### src/rtl/extirq_pkg.sv
package extirq_pkg;
  localparam int unsigned N_CH        = 8;
  localparam int unsigned MODE_W      = 2;
  localparam int unsigned SYNC_STAGES = 2;
  localparam int unsigned ADDR_W      = 2;
  localparam int unsigned DATA_W      = 8;

  localparam logic [ADDR_W-1:0] OFS_EN      = 2'd0;
  localparam logic [ADDR_W-1:0] OFS_PEND    = 2'd1;
  localparam logic [ADDR_W-1:0] OFS_MODE_LO = 2'd2;
  localparam logic [ADDR_W-1:0] OFS_MODE_HI = 2'd3;

  typedef enum logic [MODE_W-1:0] {
    DET_LOW  = 2'b00,
    DET_HIGH = 2'b01,
    DET_RISE = 2'b10,
    DET_FALL = 2'b11
  } det_mode_e;
endpackage

### src/rtl/extirq_sync.sv
module extirq_sync #(
  parameter int unsigned WIDTH  = 8,
  parameter int unsigned STAGES = 2
) (
  input  logic             clk_i,
  input  logic             rst_ni,
  input  logic [WIDTH-1:0] d_i,
  output logic [WIDTH-1:0] q_o
);
  logic [STAGES-1:0][WIDTH-1:0] stage_q;

  always_ff @(posedge clk_i or negedge rst_ni) begin
    if (!rst_ni) begin
      stage_q <= '0;
    end else begin
      stage_q[0] <= d_i;
      for (int i = 1; i < STAGES; i++) stage_q[i] <= stage_q[i-1];
    end
  end

  assign q_o = stage_q[STAGES-1];
endmodule

### src/rtl/extirq_chan.sv
module extirq_chan
  import extirq_pkg::*;
(
  input  logic      clk_i,
  input  logic      rst_ni,
  input  logic      lvl_i,
  input  det_mode_e mode_i,
  input  logic      en_i,
  input  logic      clr_i,
  output logic      pend_o,
  output logic      req_o
);
  logic prev_q, pend_q, det;

  always_comb begin
    unique case (mode_i)
      DET_LOW:  det = !lvl_i;
      DET_HIGH: det = lvl_i;
      DET_RISE: det = lvl_i && !prev_q;
      DET_FALL: det = !lvl_i && prev_q;
      default:  det = 1'b0;
    endcase
  end

  // clear has priority; a persisting level re-sets on the next edge
  always_ff @(posedge clk_i or negedge rst_ni) begin
    if (!rst_ni) begin
      prev_q <= 1'b0;
      pend_q <= 1'b0;
    end else begin
      prev_q <= lvl_i;
      pend_q <= clr_i ? 1'b0 : (pend_q | det);
    end
  end

  assign pend_o = pend_q;
  assign req_o  = pend_q & en_i;

  AST_CLEAR_WINS: assert property (@(posedge clk_i) disable iff (!rst_ni)
    clr_i |=> !pend_q);
  AST_FLAG_STICKY: assert property (@(posedge clk_i) disable iff (!rst_ni)
    (pend_q && !clr_i) |=> pend_q);
  AST_HIGH_SETS: assert property (@(posedge clk_i) disable iff (!rst_ni)
    (mode_i == DET_HIGH && lvl_i && !clr_i) |=> pend_q);
  AST_LOW_SETS: assert property (@(posedge clk_i) disable iff (!rst_ni)
    (mode_i == DET_LOW && !lvl_i && !clr_i) |=> pend_q);
  AST_RISE_SETS: assert property (@(posedge clk_i) disable iff (!rst_ni)
    (mode_i == DET_RISE && lvl_i && !prev_q && !clr_i) |=> pend_q);
  AST_SET_NO_ENABLE: assert property (@(posedge clk_i) disable iff (!rst_ni)
    (mode_i == DET_FALL && !lvl_i && prev_q && !clr_i && !en_i) |=> pend_q);
endmodule

### src/rtl/extirq_prio.sv
module extirq_prio #(
  parameter int unsigned N   = 8,
  parameter int unsigned IDW = (N > 1) ? $clog2(N) : 1
) (
  input  logic [N-1:0]   req_i,
  output logic           any_o,
  output logic [IDW-1:0] id_o
);
  always_comb begin
    id_o = '0;
    for (int i = N - 1; i >= 0; i--) begin
      if (req_i[i]) id_o = IDW'(i);
    end
  end

  assign any_o = |req_i;
endmodule

### src/rtl/extirq_ctrl.sv
module extirq_ctrl
  import extirq_pkg::*;
#(
  parameter int unsigned N         = N_CH,
  parameter int unsigned STAGES    = SYNC_STAGES,
  localparam int unsigned ID_W     = (N > 1) ? $clog2(N) : 1,
  localparam int unsigned MODE_BITS = MODE_W * N
) (
  input  logic              clk_i,
  input  logic              rst_ni,
  input  logic [N-1:0]      req_pin_i,
  input  logic              reg_we_i,
  input  logic [ADDR_W-1:0] reg_addr_i,
  input  logic [DATA_W-1:0] reg_wdata_i,
  output logic [DATA_W-1:0] reg_rdata_o,
  output logic [N-1:0]      chan_req_o,
  output logic              any_req_o,
  output logic [ID_W-1:0]   req_id_o
);
  logic [N-1:0]         en_q, pend, lvl, clr;
  logic [MODE_BITS-1:0] mode_q;

  always_ff @(posedge clk_i or negedge rst_ni) begin
    if (!rst_ni) begin
      en_q   <= '0;
      mode_q <= '0;
    end else if (reg_we_i) begin
      unique case (reg_addr_i)
        OFS_EN:      en_q                  <= reg_wdata_i;
        OFS_MODE_LO: mode_q[DATA_W-1:0]    <= reg_wdata_i;
        OFS_MODE_HI: mode_q[2*DATA_W-1:DATA_W] <= reg_wdata_i;
        default: ;
      endcase
    end
  end

  // write-0-to-clear on the pending byte
  assign clr = (reg_we_i && reg_addr_i == OFS_PEND) ? ~reg_wdata_i : '0;

  always_comb begin
    unique case (reg_addr_i)
      OFS_EN:      reg_rdata_o = en_q;
      OFS_PEND:    reg_rdata_o = pend;
      OFS_MODE_LO: reg_rdata_o = mode_q[DATA_W-1:0];
      default:     reg_rdata_o = mode_q[2*DATA_W-1:DATA_W];
    endcase
  end

  extirq_sync #(.WIDTH(N), .STAGES(STAGES)) u_sync (
    .clk_i (clk_i),
    .rst_ni(rst_ni),
    .d_i   (req_pin_i),
    .q_o   (lvl)
  );

  for (genvar g = 0; g < N; g++) begin : g_chan
    extirq_chan u_chan (
      .clk_i (clk_i),
      .rst_ni(rst_ni),
      .lvl_i (lvl[g]),
      .mode_i(det_mode_e'(mode_q[MODE_W*g +: MODE_W])),
      .en_i  (en_q[g]),
      .clr_i (clr[g]),
      .pend_o(pend[g]),
      .req_o (chan_req_o[g])
    );
  end

  extirq_prio #(.N(N), .IDW(ID_W)) u_prio (
    .req_i(chan_req_o),
    .any_o(any_req_o),
    .id_o (req_id_o)
  );

  AST_ID_LOWEST: assert property (@(posedge clk_i) disable iff (!rst_ni)
    any_req_o |-> (chan_req_o[req_id_o] &&
                   ((chan_req_o & ((N'(1) << req_id_o) - N'(1))) == '0)));
  AST_IDLE_ID: assert property (@(posedge clk_i) disable iff (!rst_ni)
    !any_req_o |-> (req_id_o == '0 && chan_req_o == '0));
  AST_EN_HOLD: assert property (@(posedge clk_i) disable iff (!rst_ni)
    !(reg_we_i && reg_addr_i == OFS_EN) |=> $stable(en_q));
  AST_MODE_HOLD: assert property (@(posedge clk_i) disable iff (!rst_ni)
    !(reg_we_i && reg_addr_i[1]) |=> $stable(mode_q));
endmodule

### config.mk
export PLATFORM = sky130hd
export DESIGN_NAME = extirq_ctrl
export DESIGN_NICKNAME = d
export VERILOG_FILES = /design/src/rtl/extirq_pkg.sv /design/src/rtl/extirq_sync.sv /design/src/rtl/extirq_chan.sv /design/src/rtl/extirq_prio.sv /design/src/rtl/extirq_ctrl.sv
export SDC_FILE = /design/constraint.sdc
export NUM_CORES = 1
export LEC_CHECK = 0
export CAP_MARGIN = 20
export CORE_MARGIN = 10
export CORE_UTILIZATION = 40
export CTS_BUF_LIST = sky130_fd_sc_hd__clkbuf_8
export CTS_CLUSTER_SIZE = 30
export DETAILED_ROUTE_END_ITERATION = 10
export PLACE_DENSITY = 0.7
export SLEW_MARGIN = 20
export SYNTH_ARGS = -nofsm -noshare
export SYNTH_HDL_FRONTEND = slang
export SYNTH_SLANG_ARGS = --single-unit
### constraint.sdc
create_clock -name clk_i -period 1.25 [get_ports clk_i]
set_clock_uncertainty 0.2 [all_clocks]
set_input_delay 0.1875 -clock clk_i [delete_from_list [all_inputs] [get_ports clk_i]]
set_output_delay 0.1875 -clock clk_i [all_outputs]
set_load 0.02 [all_outputs]
==> report_table.html <==
<table>
<tr><th>Metric</th><th>Value</th></tr>
<tr><th colspan="2">Power</th></tr>
<tr><td>Worst-case vdd ir drop</td><td>around 770 uV</td></tr>
<tr><td>Total Power</td><td>between 5 and 6 mW</td></tr>
<tr><td>Switching power of the nets</td><td>1.67 mW</td></tr>
<tr><td>Leakage power of the design</td><td>1.69 nW</td></tr>
<tr><td>Switching share of power</td><td>between 30% and 40%</td></tr>
<tr><td>Cell internal power dissipation</td><td>roughly 3.8 mW</td></tr>
<tr><td>Power share of the clock group</td><td>about a fifth</td></tr>
<tr><td>Total power density per cell area</td><td>1430 nW/um^2</td></tr>
<tr><td>Share of total power in combinational logic</td><td>40.6%</td></tr>
<tr><td>Sequential share of power</td><td>40.7%</td></tr>
<tr><th colspan="2">Clock network</th></tr>
<tr><td>Bufs on Longest Clock Path</td><td>2</td></tr>
<tr><td>H-Tree Level Count</td><td>2</td></tr>
<tr><td>Clock slew at reported path FFs</td><td>0.09 ns</td></tr>
<tr><td>Insertion delay to the later sink of the worst-skew pair</td><td>between 0.3 and 0.4 ns</td></tr>
<tr><td>Cts bufs inserted</td><td>5</td></tr>
<tr><td>Library cell used as clock root buffer</td><td>clkbuf_8</td></tr>
<tr><td>Clock sink count</td><td>56</td></tr>
<tr><td>CTS tree</td><td>done</td></tr>
<tr><th colspan="2">Outcome</th></tr>
<tr><td>Failing checks</td><td>setup timing</td></tr>
<tr><td>Outcome</td><td>finished, violations left</td></tr>
<tr><th colspan="2">STA</th></tr>
<tr><td>Setup repair after global routing missed its margin</td><td>yes</td></tr>
<tr><td>Final Hold Fails</td><td>0</td></tr>
<tr><td>Ratio of final minimum period to clock period</td><td>146%</td></tr>
<tr><td>Fin crit period</td><td>about 1.8 ns</td></tr>
<tr><td>Smallest setup slack after layout</td><td>-0.577 ns</td></tr>
<tr><td>Max Freq</td><td>0.547 GHz</td></tr>
<tr><td>Max-Slew Margin vs Limit</td><td>80.1%</td></tr>
<tr><td>Final hold slack</td><td>~0.11 ns</td></tr>
<tr><td>Slew at the pin with the worst max-slew slack</td><td>slightly below 0.3 ns</td></tr>
<tr><td>Final setup viols</td><td>28</td></tr>
<tr><td>Final slew viol count</td><td>0</td></tr>
<tr><th colspan="2">Global route</th></tr>
<tr><td>Initial antenna violation count</td><td>0</td></tr>
<tr><td>Number of global-route vias before repair</td><td>about 1900</td></tr>
<tr><td>Global-route wire length before repair</td><td>a little under 10000 um</td></tr>
<tr><td>Total routing usage reported by global routing</td><td>about an eighth</td></tr>
<tr><td>Maximum number of pins on one net before global-route repair</td><td>57</td></tr>
<tr><td>Global route total overflow</td><td>0</td></tr>
<tr><th colspan="2">Synthesis</th></tr>
<tr><td>Net count after synthesis</td><td>200</td></tr>
<tr><td>Syn Area/Cell</td><td>between 10 and 15 sq um</td></tr>
<tr><td>Part of the Yosys area used for sequential elements</td><td>57.2%</td></tr>
<tr><td>Cells after Synth</td><td>179</td></tr>
<tr><td>Count of flip-flops with a built-in enable after synthesis</td><td>0</td></tr>
<tr><td>Ranking of synthesized cells by area</td><td>dfrtp_1 (57%), mux2_2 (11%), mux4_2 (7.4%), o21ai_0 (2.9%), o22a_1 (2.9%)</td></tr>
<tr><td>Cell area after technology mapping</td><td>~2400 sq um</td></tr>
<tr><td>Leading register cell type out of synthesis</td><td>dfrtp_1</td></tr>
<tr><td>Number of distinct library cells after synthesis</td><td>23</td></tr>
<tr><td>Flop and latch count out of synthesis</td><td>56</td></tr>
<tr><td>Synth area leader</td><td>dfrtp_1</td></tr>
<tr><td>Number of synthesis warnings</td><td>0</td></tr>
<tr><td>Top cell type's share of synthesized area</td><td>57.2%</td></tr>
<tr><td>Fraction of registers with async set or reset after synthesis</td><td>100%</td></tr>
<tr><th colspan="2">Placement</th></tr>
<tr><td>Instance area at placement</td><td>roughly 3300 sq um</td></tr>
<tr><td>Routability Congestion</td><td>between 0.7 and 0.8</td></tr>
<tr><td>HPWL after detailed placement</td><td>4000 um</td></tr>
<tr><td>Buffers on Ports</td><td>40</td></tr>
<tr><th colspan="2">Worst setup path</th></tr>
<tr><td>Critical path buffers and inverters</td><td>2</td></tr>
<tr><td>Most Frequent Cell on Critical Path</td><td>buf_6</td></tr>
<tr><td>Cell type group with the largest total delay on the critical path</td><td>multiplexers</td></tr>
<tr><td>Worst-path maximum fanout</td><td>2</td></tr>
<tr><td>Worst Setup End Kind</td><td>primary output</td></tr>
<tr><td>Crit-path max cell delay</td><td>~0.45 ns</td></tr>
<tr><td>Critical path data required time</td><td>~0.86 ns</td></tr>
<tr><td>Data arrival at the endpoint of the critical path</td><td>~1.4 ns</td></tr>
<tr><td>Kind of critical path</td><td>reg2out</td></tr>
<tr><td>Worst Setup Start Kind</td><td>register</td></tr>
<tr><td>Critical-path cell list</td><td>buf_6 -&gt; mux4_2 -&gt; buf_6</td></tr>
<tr><td>Highest-delay cell along the critical path</td><td>mux4_2</td></tr>
<tr><th colspan="2">Finish</th></tr>
<tr><td>Final instance area</td><td>3790 sq um</td></tr>
<tr><td>Nets</td><td>just over 300</td></tr>
<tr><td>Fraction of layout instances using a drive strength above 1</td><td>58.2%</td></tr>
<tr><td>Area added between synthesis and finish</td><td>55.0%</td></tr>
<tr><td>Number of antenna cells inserted</td><td>0</td></tr>
<tr><td>Fill count</td><td>~450</td></tr>
<tr><th colspan="2">Die</th></tr>
<tr><td>Starting density of the core</td><td>41.4%</td></tr>
<tr><td>Horizontal extent of the die</td><td>approximately 100 um</td></tr>
<tr><td>Top Ports</td><td>between 40 and 50</td></tr>
<tr><td>Row count</td><td>28</td></tr>
<tr><td>Total die area</td><td>about 9700 sq um</td></tr>
<tr><td>Standard cell core area</td><td>just under 6000 sq um</td></tr>
<tr><td>Die Y</td><td>between 90 and 100 um</td></tr>
<tr><th colspan="2">Detailed routing</th></tr>
<tr><td>Routed wire length</td><td>between 6000 and 7000 um</td></tr>
<tr><td>Routed vias/inst</td><td>~5</td></tr>
<tr><td>DRC Markers</td><td>0</td></tr>
<tr><td>Wire length per cell after detailed routing</td><td>17.0 um</td></tr>
<tr><td>Iter 0 DRT Violations</td><td>85</td></tr>
<tr><td>Vias after detailed routing</td><td>1787</td></tr>
<tr><td>Final ANT Viol Nets</td><td>0</td></tr>
<tr><td>1st-pass router iterations</td><td>4</td></tr>
<tr><th colspan="2">Worst hold path</th></tr>
<tr><td>Path class of the lowest-slack min-delay path</td><td>in2reg</td></tr>
<tr><th colspan="2">Flow run</th></tr>
<tr><td>Number of maximum-capacitance violations</td><td>0</td></tr>
</table>
cell type report:
cell class / instances / area, sq um / area share, %
Inverter: 8 / 32.5 / 0.857
Clock buffer: 6 / 82.6 / 2.18
Tap cell: 75 / 93.8 / 2.47
Timing Repair Buffer: 105 / 1060 / 27.9
Sequential cell: 56 / 1400 / 37.0
Clock inverter: 2 / 10.0 / 0.264
Multi-Input combinational cell: 105 / 1110 / 29.3
Yosys cell counts (all sizes together), types with 4 or more instances:
library cell,n
mux2,24
dfrtp,56
buf,10
mux4,8
xor2,6
nor3b,7
nand2,11
o22a,8
nor2,4
and3b,6
inv,8
nand3b,6
o21ai,14
registers in the layout, indices dropped and copies added (netlist names):
| register | flops |
|---|---|
| mode_q | 16 |
| en_q | 8 |
| u_sync.q_o | 8 |
| g_chan.u_chan.prev_q | 8 |
| u_sync.stage_q | 8 |
| g_chan.u_chan.pend_o | 8 |
layout by cell type, fill, tap and decap left out, types with 2 or more instances in the layout:
cell type / count
nor3b_2: 3
inv_2: 7
clkinv_2: 2
xor2_1: 6
buf_4: 36
clkbuf_8: 6
buf_12: 2
dfrtp_1: 54
and3b_1: 6
o21ai_1: 12
nand3_2: 2
o22a_1: 8
nand3b_1: 6
mux4_2: 8
mux2_2: 14
buf_8: 2
nor2_1: 2
clkdlybuf4s50_1: 16
nand2b_4: 2
buf_6: 45
nor2_4: 2
nand2_2: 10
nor3b_1: 3
o21ai_2: 2
dfrtp_2: 2
mux2_4: 10
path summary, 6_finish.rpt:
kind	start	end	slack, ns	depth (start not counted)
max reg2reg	mode_q[12]	g_chan[6].u_chan.pend_o	-0.21	6
min reg2reg	u_sync.stage_q[5]	u_sync.q_o[5]	0.16	0
min in group asynchronous	rst_ni	mode_q[12]	0.19	3
min	req_pin_i[5]	u_sync.stage_q[5]	0.11	1
max	g_chan[5].u_chan.pend_o	reg_rdata_o[5]	-0.58	3
max in group asynchronous	rst_ni	u_sync.q_o[4]	0.40	3
kinds of logic after synthesis:
logic type             count (synthesis)  share of synthesized area, %
AO/OA/AOI/OAI                         26                          6.95
XOR/XNOR                               6                          2.15
buffers and inverters                 18                          4.45
flip-flops                            56                          57.2
multiplexers                          32                          18.4
AND/OR/NAND/NOR                       41                          10.8
routing by layer:
layer  vias to the layer above  track usage [%]  part of all wire (%)
met3                         8             3.52                   4.7
li1                        848                -                     -
met5                         -                0                     0
met4                         0             4.19                   1.2
met2                        44             20.7                    50
met1                       887             14.9                    44
power by group through the flow:
stage	Sequential (mW)	Clock, mW	Combinational, mW
floorplan	2.22	0	0.932
global placement	2.21	0	1.73
detailed placement	2.22	0	1.77
CTS	2.20	1.04	2.09
global route	2.24	1.11	2.35
finish	2.21	1.01	2.20
through the flow:
step	cells	TNS [ns]	utilization, %	setup slack, ns
3_3_place_gp	331	-35.24	55.6	-1.07
2_1_floorplan	179	-0.830	-	-0.121
5_1_grt	357	-10.66	64.1	-0.639
4_1_cts	351	-9.01	61.9	-0.596
3_5_place_dp	331	-35.77	55.6	-1.08
6_report	357	-8.92	64.1	-0.577
timing repair:
action | CTS | global route
resized for setup | 180 | 23
hold endpoints to repair | 56 | 0
setup endpoints to repair | 52 | 35
pin swaps | 25 | 23
hold buffers | 1 | 0
cloned | 1 | 0
setup buffers | 14 | 8
No activity file was read; power rests on OpenSTA's default activity.
